===== config.mk =====
export PLATFORM = sky130hd
export DESIGN_NAME = boost_ctrl
export DESIGN_NICKNAME = d
export VERILOG_FILES = /design/src/rtl/boost_pkg.sv /design/src/rtl/boost_window.sv /design/src/rtl/boost_pulse_track.sv /design/src/rtl/boost_fsm.sv /design/src/rtl/boost_ctrl.sv
export SDC_FILE = /design/constraint.sdc
export NUM_CORES = 1
export LEC_CHECK = 0
export BUFFER_PORTS_ARGS = -buffer_cell sky130_fd_sc_hd__buf_4
export CAP_MARGIN = 20
export CORE_AREA = 2 2 39 41
export DETAILED_ROUTE_END_ITERATION = 8
export DIE_AREA = 0 0 41 43
export PLACE_DENSITY = 0.75
export SYNTH_ARGS = -nofsm -noshare
export SYNTH_HDL_FRONTEND = slang
export SYNTH_SLANG_ARGS = --single-unit

===== constraint.sdc =====
create_clock -name clk -period 2.25 [get_ports clk]
set_clock_uncertainty 0.05 [all_clocks]
set_input_delay 0.1125 -clock clk [delete_from_list [all_inputs] [get_ports clk]]
set_output_delay 0.1125 -clock clk [all_outputs]
set_load 0.02 [all_outputs]

===== src/rtl/boost_pkg.sv =====
`timescale 1ns/1ps
package boost_pkg;
    typedef enum logic [2:0] {
        BST_OFF     = 3'd0,
        BST_ARMED   = 3'd1,
        BST_PUSH_UP = 3'd2,
        BST_PUSH_DN = 3'd3,
        BST_DONE    = 3'd4
    } bst_state_e;
endpackage


===== src/rtl/boost_window.sv =====
`timescale 1ns/1ps
// Active-low lock window: opens the cycle after near_tc is sampled with the
// window closed and stays open for 2*HALF_WIN cycles.
module boost_window #(
    parameter int HALF_WIN = 32
) (
    input  logic clk,
    input  logic rst_n,
    input  logic run_en,
    input  logic near_tc,
    output logic win_n
);
    localparam int WIN_LEN = 2 * HALF_WIN;
    localparam int CNT_W   = $clog2(WIN_LEN + 1);

    logic [CNT_W-1:0] left_q;

    always_ff @(posedge clk or negedge rst_n) begin
        if (!rst_n) begin
            left_q <= '0;
        end else if (!run_en) begin
            left_q <= '0;
        end else if (left_q != '0) begin
            left_q <= left_q - 1'b1;
        end else if (near_tc) begin
            left_q <= CNT_W'(WIN_LEN);
        end
    end

    assign win_n = (left_q == '0);
endmodule


===== src/rtl/boost_pulse_track.sv =====
`timescale 1ns/1ps
// Follows each correction pulse and flags, on its first low cycle, whether
// every high cycle of it saw the window open.
module boost_pulse_track (
    input  logic clk,
    input  logic rst_n,
    input  logic run_en,
    input  logic corr_up,
    input  logic corr_dn,
    input  logic win_n,
    output logic fit
);
    logic corr;
    logic corr_d;
    logic inside_q;
    logic inside_nx;

    assign corr = corr_up | corr_dn;

    always_comb begin
        inside_nx = inside_q;
        if (corr) begin
            inside_nx = (corr_d ? inside_q : 1'b1) & ~win_n;
        end
    end

    always_ff @(posedge clk or negedge rst_n) begin
        if (!rst_n) begin
            corr_d   <= 1'b0;
            inside_q <= 1'b0;
        end else if (!run_en) begin
            corr_d   <= 1'b0;
            inside_q <= 1'b0;
        end else begin
            corr_d   <= corr;
            inside_q <= inside_nx;
        end
    end

    assign fit = run_en & ~corr & corr_d & inside_q;
endmodule


===== src/rtl/boost_fsm.sv =====
`timescale 1ns/1ps
module boost_fsm
    import boost_pkg::*;
(
    input  logic clk,
    input  logic rst_n,
    input  logic run_en,
    input  logic corr_up,
    input  logic corr_dn,
    input  logic fit,
    output logic boost_oe,
    output logic boost_val,
    output logic boost_active
);
    bst_state_e state_q;
    bst_state_e state_nx;
    logic       run_d;

    always_comb begin
        state_nx = state_q;
        if (!run_en) begin
            state_nx = BST_OFF;                         // standby
        end else begin
            unique case (state_q)
                BST_OFF: begin
                    if (!run_d) state_nx = BST_ARMED;   // arm
                end
                BST_ARMED, BST_PUSH_UP, BST_PUSH_DN: begin
                    if (fit)          state_nx = BST_DONE;     // settle
                    else if (corr_up) state_nx = BST_PUSH_UP;  // push_up
                    else if (corr_dn) state_nx = BST_PUSH_DN;  // push_dn
                end
                BST_DONE: state_nx = BST_DONE;
                default:  state_nx = BST_OFF;
            endcase
        end
    end

    always_ff @(posedge clk or negedge rst_n) begin
        if (!rst_n) begin
            state_q <= BST_OFF;
            run_d   <= 1'b0;
        end else begin
            state_q <= state_nx;
            run_d   <= run_en;
        end
    end

    always_comb begin
        boost_oe     = 1'b0;
        boost_val    = 1'b0;
        boost_active = 1'b0;
        unique case (state_q)
            BST_OFF, BST_DONE: ;
            BST_ARMED: boost_active = 1'b1;
            BST_PUSH_UP: begin
                boost_active = 1'b1;
                boost_oe     = 1'b1;
                boost_val    = 1'b1;
            end
            BST_PUSH_DN: begin
                boost_active = 1'b1;
                boost_oe     = 1'b1;
            end
            default: ;
        endcase
    end
endmodule


===== src/rtl/boost_ctrl.sv =====
`timescale 1ns/1ps
module boost_ctrl #(
    parameter int HALF_WIN = 32
) (
    input  logic clk,
    input  logic rst_n,
    input  logic run_en,
    input  logic near_tc,
    input  logic corr_up,
    input  logic corr_dn,
    output logic boost_oe,
    output logic boost_val,
    output logic boost_active
);
    logic win_n;
    logic fit;

    boost_window #(.HALF_WIN(HALF_WIN)) u_window (
        .clk     (clk),
        .rst_n   (rst_n),
        .run_en  (run_en),
        .near_tc (near_tc),
        .win_n   (win_n)
    );

    boost_pulse_track u_track (
        .clk     (clk),
        .rst_n   (rst_n),
        .run_en  (run_en),
        .corr_up (corr_up),
        .corr_dn (corr_dn),
        .win_n   (win_n),
        .fit     (fit)
    );

    boost_fsm u_fsm (
        .clk          (clk),
        .rst_n        (rst_n),
        .run_en       (run_en),
        .corr_up      (corr_up),
        .corr_dn      (corr_dn),
        .fit          (fit),
        .boost_oe     (boost_oe),
        .boost_val    (boost_val),
        .boost_active (boost_active)
    );
endmodule


## Word level (Yosys, flattened, before mapping)

Index checks and enable logic that the tools add are counted.

- Register bits: 13
- Latch bits: 0
- Memory bits (writable): 0
- ROM bits: 0
- Output and inout port bits: 3
- Logic and storage cells: 43
- Memories kept: 0

- $add $sub $neg: 1
- Multiply operators: 0
- Divide/modulo/power cells: 0
- $lt $le $gt $ge: 0
- Equality and inequality tests: 8
- Shift-type cells: 0
- Multiplexer cells: 16
- Bitwise gates (word level): 7
- Reduce and logical (&&, ||, !) cells: 6

Operators with widths:

| operator | count |
|---|---|
| $mux 7 | 3 |
| $mux 3 | 5 |
| $pmux 3 s3 | 1 |
| $logic_not 7->1 | 1 |
| $mux 1 | 7 |
| $reduce_bool 7->1 | 1 |
| $sub 7x1->7 const B | 1 |
| $eq 3x2->1 const B | 2 |
| $ne 5x2->1 const B | 1 |
| $and 1x1->1 | 4 |
| $eq 3x1->1 const B | 1 |
| $eq 3x3->1 const B | 1 |
| $logic_not 3->1 | 1 |
| $ne 3x1->1 const B | 1 |
| $ne 3x3->1 const B | 1 |
| $reduce_or 3->1 | 1 |
| $ne 2x1->1 const B | 1 |
| $not 1->1 | 2 |
| $reduce_and 2->1 | 1 |
| $reduce_or 2->1 | 1 |
| $or 1x1->1 | 1 |

## Logic depth before layout (Yosys ltp)

- Word-level depth: 8
- Gate-level depth with buffers: 5

## Modules after synthesis

From an unflattened synthesis, not the netlist that was laid out.

- Cell total of the unflattened synthesis: 66
- Area total of the unflattened synthesis: 671.9 µm²

By module, submodules not included:

| module | times used | cells each | area an instance (µm²) | sequential area each (µm²) |
|---|---|---|---|---|
| boost_window | 1 | 40 | 391.6 | 175.2 |
| boost_fsm | 1 | 18 | 187.7 | 100.1 |
| boost_pulse_track | 1 | 8 | 92.6 | 50.0 |

## Worst setup path before layout

No wires, ideal clock.

- Kind: reg-to-reg
- Start point: register u_window.left_q[3]
- End point: register u_track.inside_q
- Library setup time: 123 ps
- Arrival time: 1,525 ps
- Required time: 2,077 ps
- Path slack: 552 ps
- Stages on the path, launching flop included: 5
- Path buffers: 1
- Clock period less this slack: 1,698 ps
- Cell sequence: dfrtp_1 or4_1 buf_2 or2_4 o221a_1

- Longest elaborated chain between the ends: 5

RTL lines:

| what | RTL line | source |
|---|---|---|
| from (decl) | boost_window.sv:16 | `logic [CNT_W-1:0] left_q;` |
| from (signal assigned) | boost_window.sv:24 | `left_q <= left_q - 1'b1;` |
| from (signal assigned) | boost_window.sv:26 | `left_q <= CNT_W'(WIN_LEN);` |
| $logic_not 7->1 | boost_window.sv:30 | `assign win_n = (left_q == '0);` |
| $not 1->1 | boost_pulse_track.sv:23 | `inside_nx = (corr_d ? inside_q : 1'b1) & ~win_n;` |
| $and 1x1->1 | boost_pulse_track.sv:23 |  |
| $mux 1 | boost_pulse_track.sv:22 | `if (corr) begin` |
| $mux 1 | boost_pulse_track.sv:31 | `end else if (!run_en) begin` |
| to (signal assigned) | boost_pulse_track.sv:36 | `inside_q <= inside_nx;` |
| to (decl) | boost_pulse_track.sv:15 | `logic inside_q;` |

Every way passes these cells. The select of a mux whose other input is x is not followed.
A chain may end at the register's enable or synchronous reset.

## Worst setup path in the final report

Same ends and word-level chain as after synthesis.

==> impl_metrics.csv <==
group,metric,value,unit
run_status,status,"finished clean",
drt,wl_per_cell,14.1,um
drt,vias,520,
floorplanning,die_y,43,um
grt,grt_pass1_vias,565,
setup_path,arrival,1.88,ns
clock_tree,cts_buffers,3,
placement,gp_congestion,0.733,
floorplanning,dieArea,1760,um2
synth,yosys.area_share.simple,26.0,%
grt,grt_usage,19.9,%
layout,layout_commonest_cell,"dfrtp_1",
setup_path,cp_slowest_cell,"or4_1",
layout,insertedDiodeCount,0,
worst_hold_path,hp-class,"input pin to register",
clock_tree,htree_levels,1,
run,cap_violations,0,
power,vdd_drop_max,584,uV
synth,synth-edff-count,0,
clock_tree,hold_buffers,3,
synth,syn_area,673,um2
clock_tree,tritoncts,"yes",
setup_path,reg2reg_depth,3,
timing,min_period,1.76,ns
timing,hold_viol,0,
floorplanning,initial_utilization,48.6,%
synth,postSynthCellCount,67,
layout,final_cell_area,801,um2
grt,grt_max_degree,17,
timing,tns,0,ns
setup_path,worstReg2RegStart,"u_window.left_q[3]$_DFFE_PN0P_",
clock_tree,insertion_delay,0.27,ns
power,switching_share,38.2,%
drt,drt_iter0_drc,21,
floorplanning,pin_count,9,
setup_path,reg2reg_slack,0.49,ns
floorplanning,rows,14,
setup_path,r2r_end,"u_track.inside_q$_DFFE_PN0P_",
drt,drc,0,
clock_tree,cts_sinks,13,
synth,synth-adder-area-share,3.72,%
layout,drive_gt1_share,17.5,%
synth,synth_top_family_by_area,"simple AND/OR/NAND/NOR gates",
timing,rsz0062_at_grt,"no",
placement,dpl_cell_area,744,um2
timing,maxSlewHeadroom,78.8,%
clock_tree,clockBufferDepth,2,
drt,dr.pass1.iters,4,
timing,drv_slew,0,
power,p_comb_share,44.4,%
synth,synth-seq-area-share,48.3,%
layout,nNetsFinal,89,
power,power.internal,547,uW
synth,synth_compound_area_share,13.4,%
setup_path,max_stage_delay,0.63,ns
power,clkPwrFrac,16.5,%
power,p_leak,0.000374,uW
synth,async_flop_share,100,%
power,seqPwrFrac,39.0,%
layout,synthToLayoutAreaGrowth,19.0,%
setup_path,path_max_fanout,6,
clock_tree,clockRootBuffer,"clkbuf_4",
synth,synth_xor_area_share,2.60,%
clock_tree,clk_pin_slew,0.08,ns
drt,ant_nets,0,
clock_tree,cts_setup_buffers,0,
grt,overflow,0,
setup_path,worstPathCellList,"or4_1 -> or2_4 -> o221a_1",
power,p_sw,338,uW
layout,layout_common_cells,"13 x dfrtp_1, 8 x buf_4, 7 x nor2_1, 7 x nand2_1, 4 x nor2b_1",
setup_path,startpoint,"u_window.left_q[3]$_DFFE_PN0P_",
synth,ys_ff_latch,13,
drt,drt_wl_total,1.36,mm
synth,synth_warnings,0,
timing,tightest_slew,0.316,ns
placement,numPortBuffers,8,
drt,drt-vias-per-instance,5.42,
grt,grt_pass1_wl,2.37,mm
setup_path,end_kind,"register",
placement,dpl.hpwl,890,um
timing,setup_violations,0,
timing,period_share,78.4,%
power,power.density,1100,nW/um2
synth,synth_nets,75,
synth,synthFlopType,"dfrtp_1",
floorplanning,coreArea,1380,um2
setup_path,critPathKind,"register to register",
setup_path,cp_data_required_time,2.37,ns
setup_path,crit_end,"u_track.inside_q$_DFFE_PN0P_",
grt,antenna_found_initial,0,
setup_path,critPathLaunchType,"register",
floorplanning,die_w,41,um
clock_tree,ctsResizeCount,0,
synth,synth_cell_type_count,30,
synth,syn_area_per_cell,10.0,um2
timing,max_freq,0.567,GHz
synth,synthMuxAreaShare,2.97,%
-- kinds of logic (layout without fill, tap and decap cells) --
kind of cell,Yosys count,count (layout)
xor gates and xnor gates,2,2
buffers and inverters,5,18
adders and majority gates,2,2
muxes,2,2
DFF,13,13
and+or+nand+nor,32,32
AOI/OAI and AO/OA,11,11
-- power by group through the flow --
stage,Sequential (uW),Combinational [uW],Clock [uW]
after global routing,354,440,165
after floorplan,333,314,0
after CTS,343,390,151
after detailed placement,347,382,0
after global placement,344,375,0
final,345,393,146
-- synthesized netlist by cell type (2+ instances only) --
cell type  number  area share, %
and3_1          2            1.9
xor2_1          2            2.6
nand2_1         7            3.9
nor2_1          7            3.9
nor2b_1         4            3.7
inv_1           3            1.7
dfrtp_1        13             48
nor3b_1         2            2.2
nor3_1          2            1.5
nand3b_1        2            2.2
mux2i_1         2            3.0
nand2b_1        2            1.9
ha_1            2            3.7
-- flip-flops by register name, indices dropped and copies added (netlist names) --
name	count
u_window.left_q	7
u_fsm.state_q	3
u_fsm.run_d	1
u_track.corr_d	1
u_track.inside_q	1
-- worst max-delay path, delay by kind of cell, from the launching register on --
kind / cells / cell delay, ns
DFF: 1 / 0.42
and+or+nand+nor: 2 / 0.95
AOI/OAI and AO/OA: 1 / 0.24
-- metrics by stage --
| step | utilization (%) | total power [uW] | worst slack [ns] | std cells | hold slack [ns] |
|---|---|---|---|---|---|
| 2_1_floorplan | - | 647 | 0.552 | 67 | -0.233 |
| 3_3_place_gp | 53.8 | 720 | 0.525 | 89 | -0.0860 |
| 3_5_place_dp | 53.8 | 729 | 0.512 | 89 | -0.0827 |
| 4_1_cts | 57.9 | 883 | 0.493 | 96 | 0.0751 |
| 5_1_grt | 57.9 | 959 | 0.418 | 96 | 0.114 |
| 6_report | 57.9 | 885 | 0.485 | 96 | 0.0801 |
-- how the worst min path moves through the flow --
stage,from,to,cells past startpoint
2_1_floorplan,rst_n,u_fsm.run_d$_DFF_PN0_,0
3_3_place_gp,rst_n,u_fsm.state_q[2]$_DFFE_PN0P_,1
3_5_place_dp,rst_n,u_fsm.state_q[2]$_DFFE_PN0P_,1
4_1_cts,corr_up,u_fsm.state_q[0]$_DFFE_PN0P_,4
5_1_grt,corr_up,u_track.corr_d$_DFF_PN0_,3
6_report,corr_up,u_fsm.state_q[0]$_DFFE_PN0P_,4
-- layer usage --
layer	wire length (um)	GRT usage, %
met1	641	25.9
met2	625	28.7
met3	66	4.71
met4	23	12.0
met5	0	0
-- final cells by class --
class | instances | area [um2]
sequential | 13 | 325
inverter | 3 | 11.3
clock buffer | 4 | 26.3
timing repair buffer | 11 | 90.1
tap | 16 | 20.0
multi-input combinational | 49 | 328
fill | 117 | 583
Note: power is estimated with default switching activity, not from simulation.
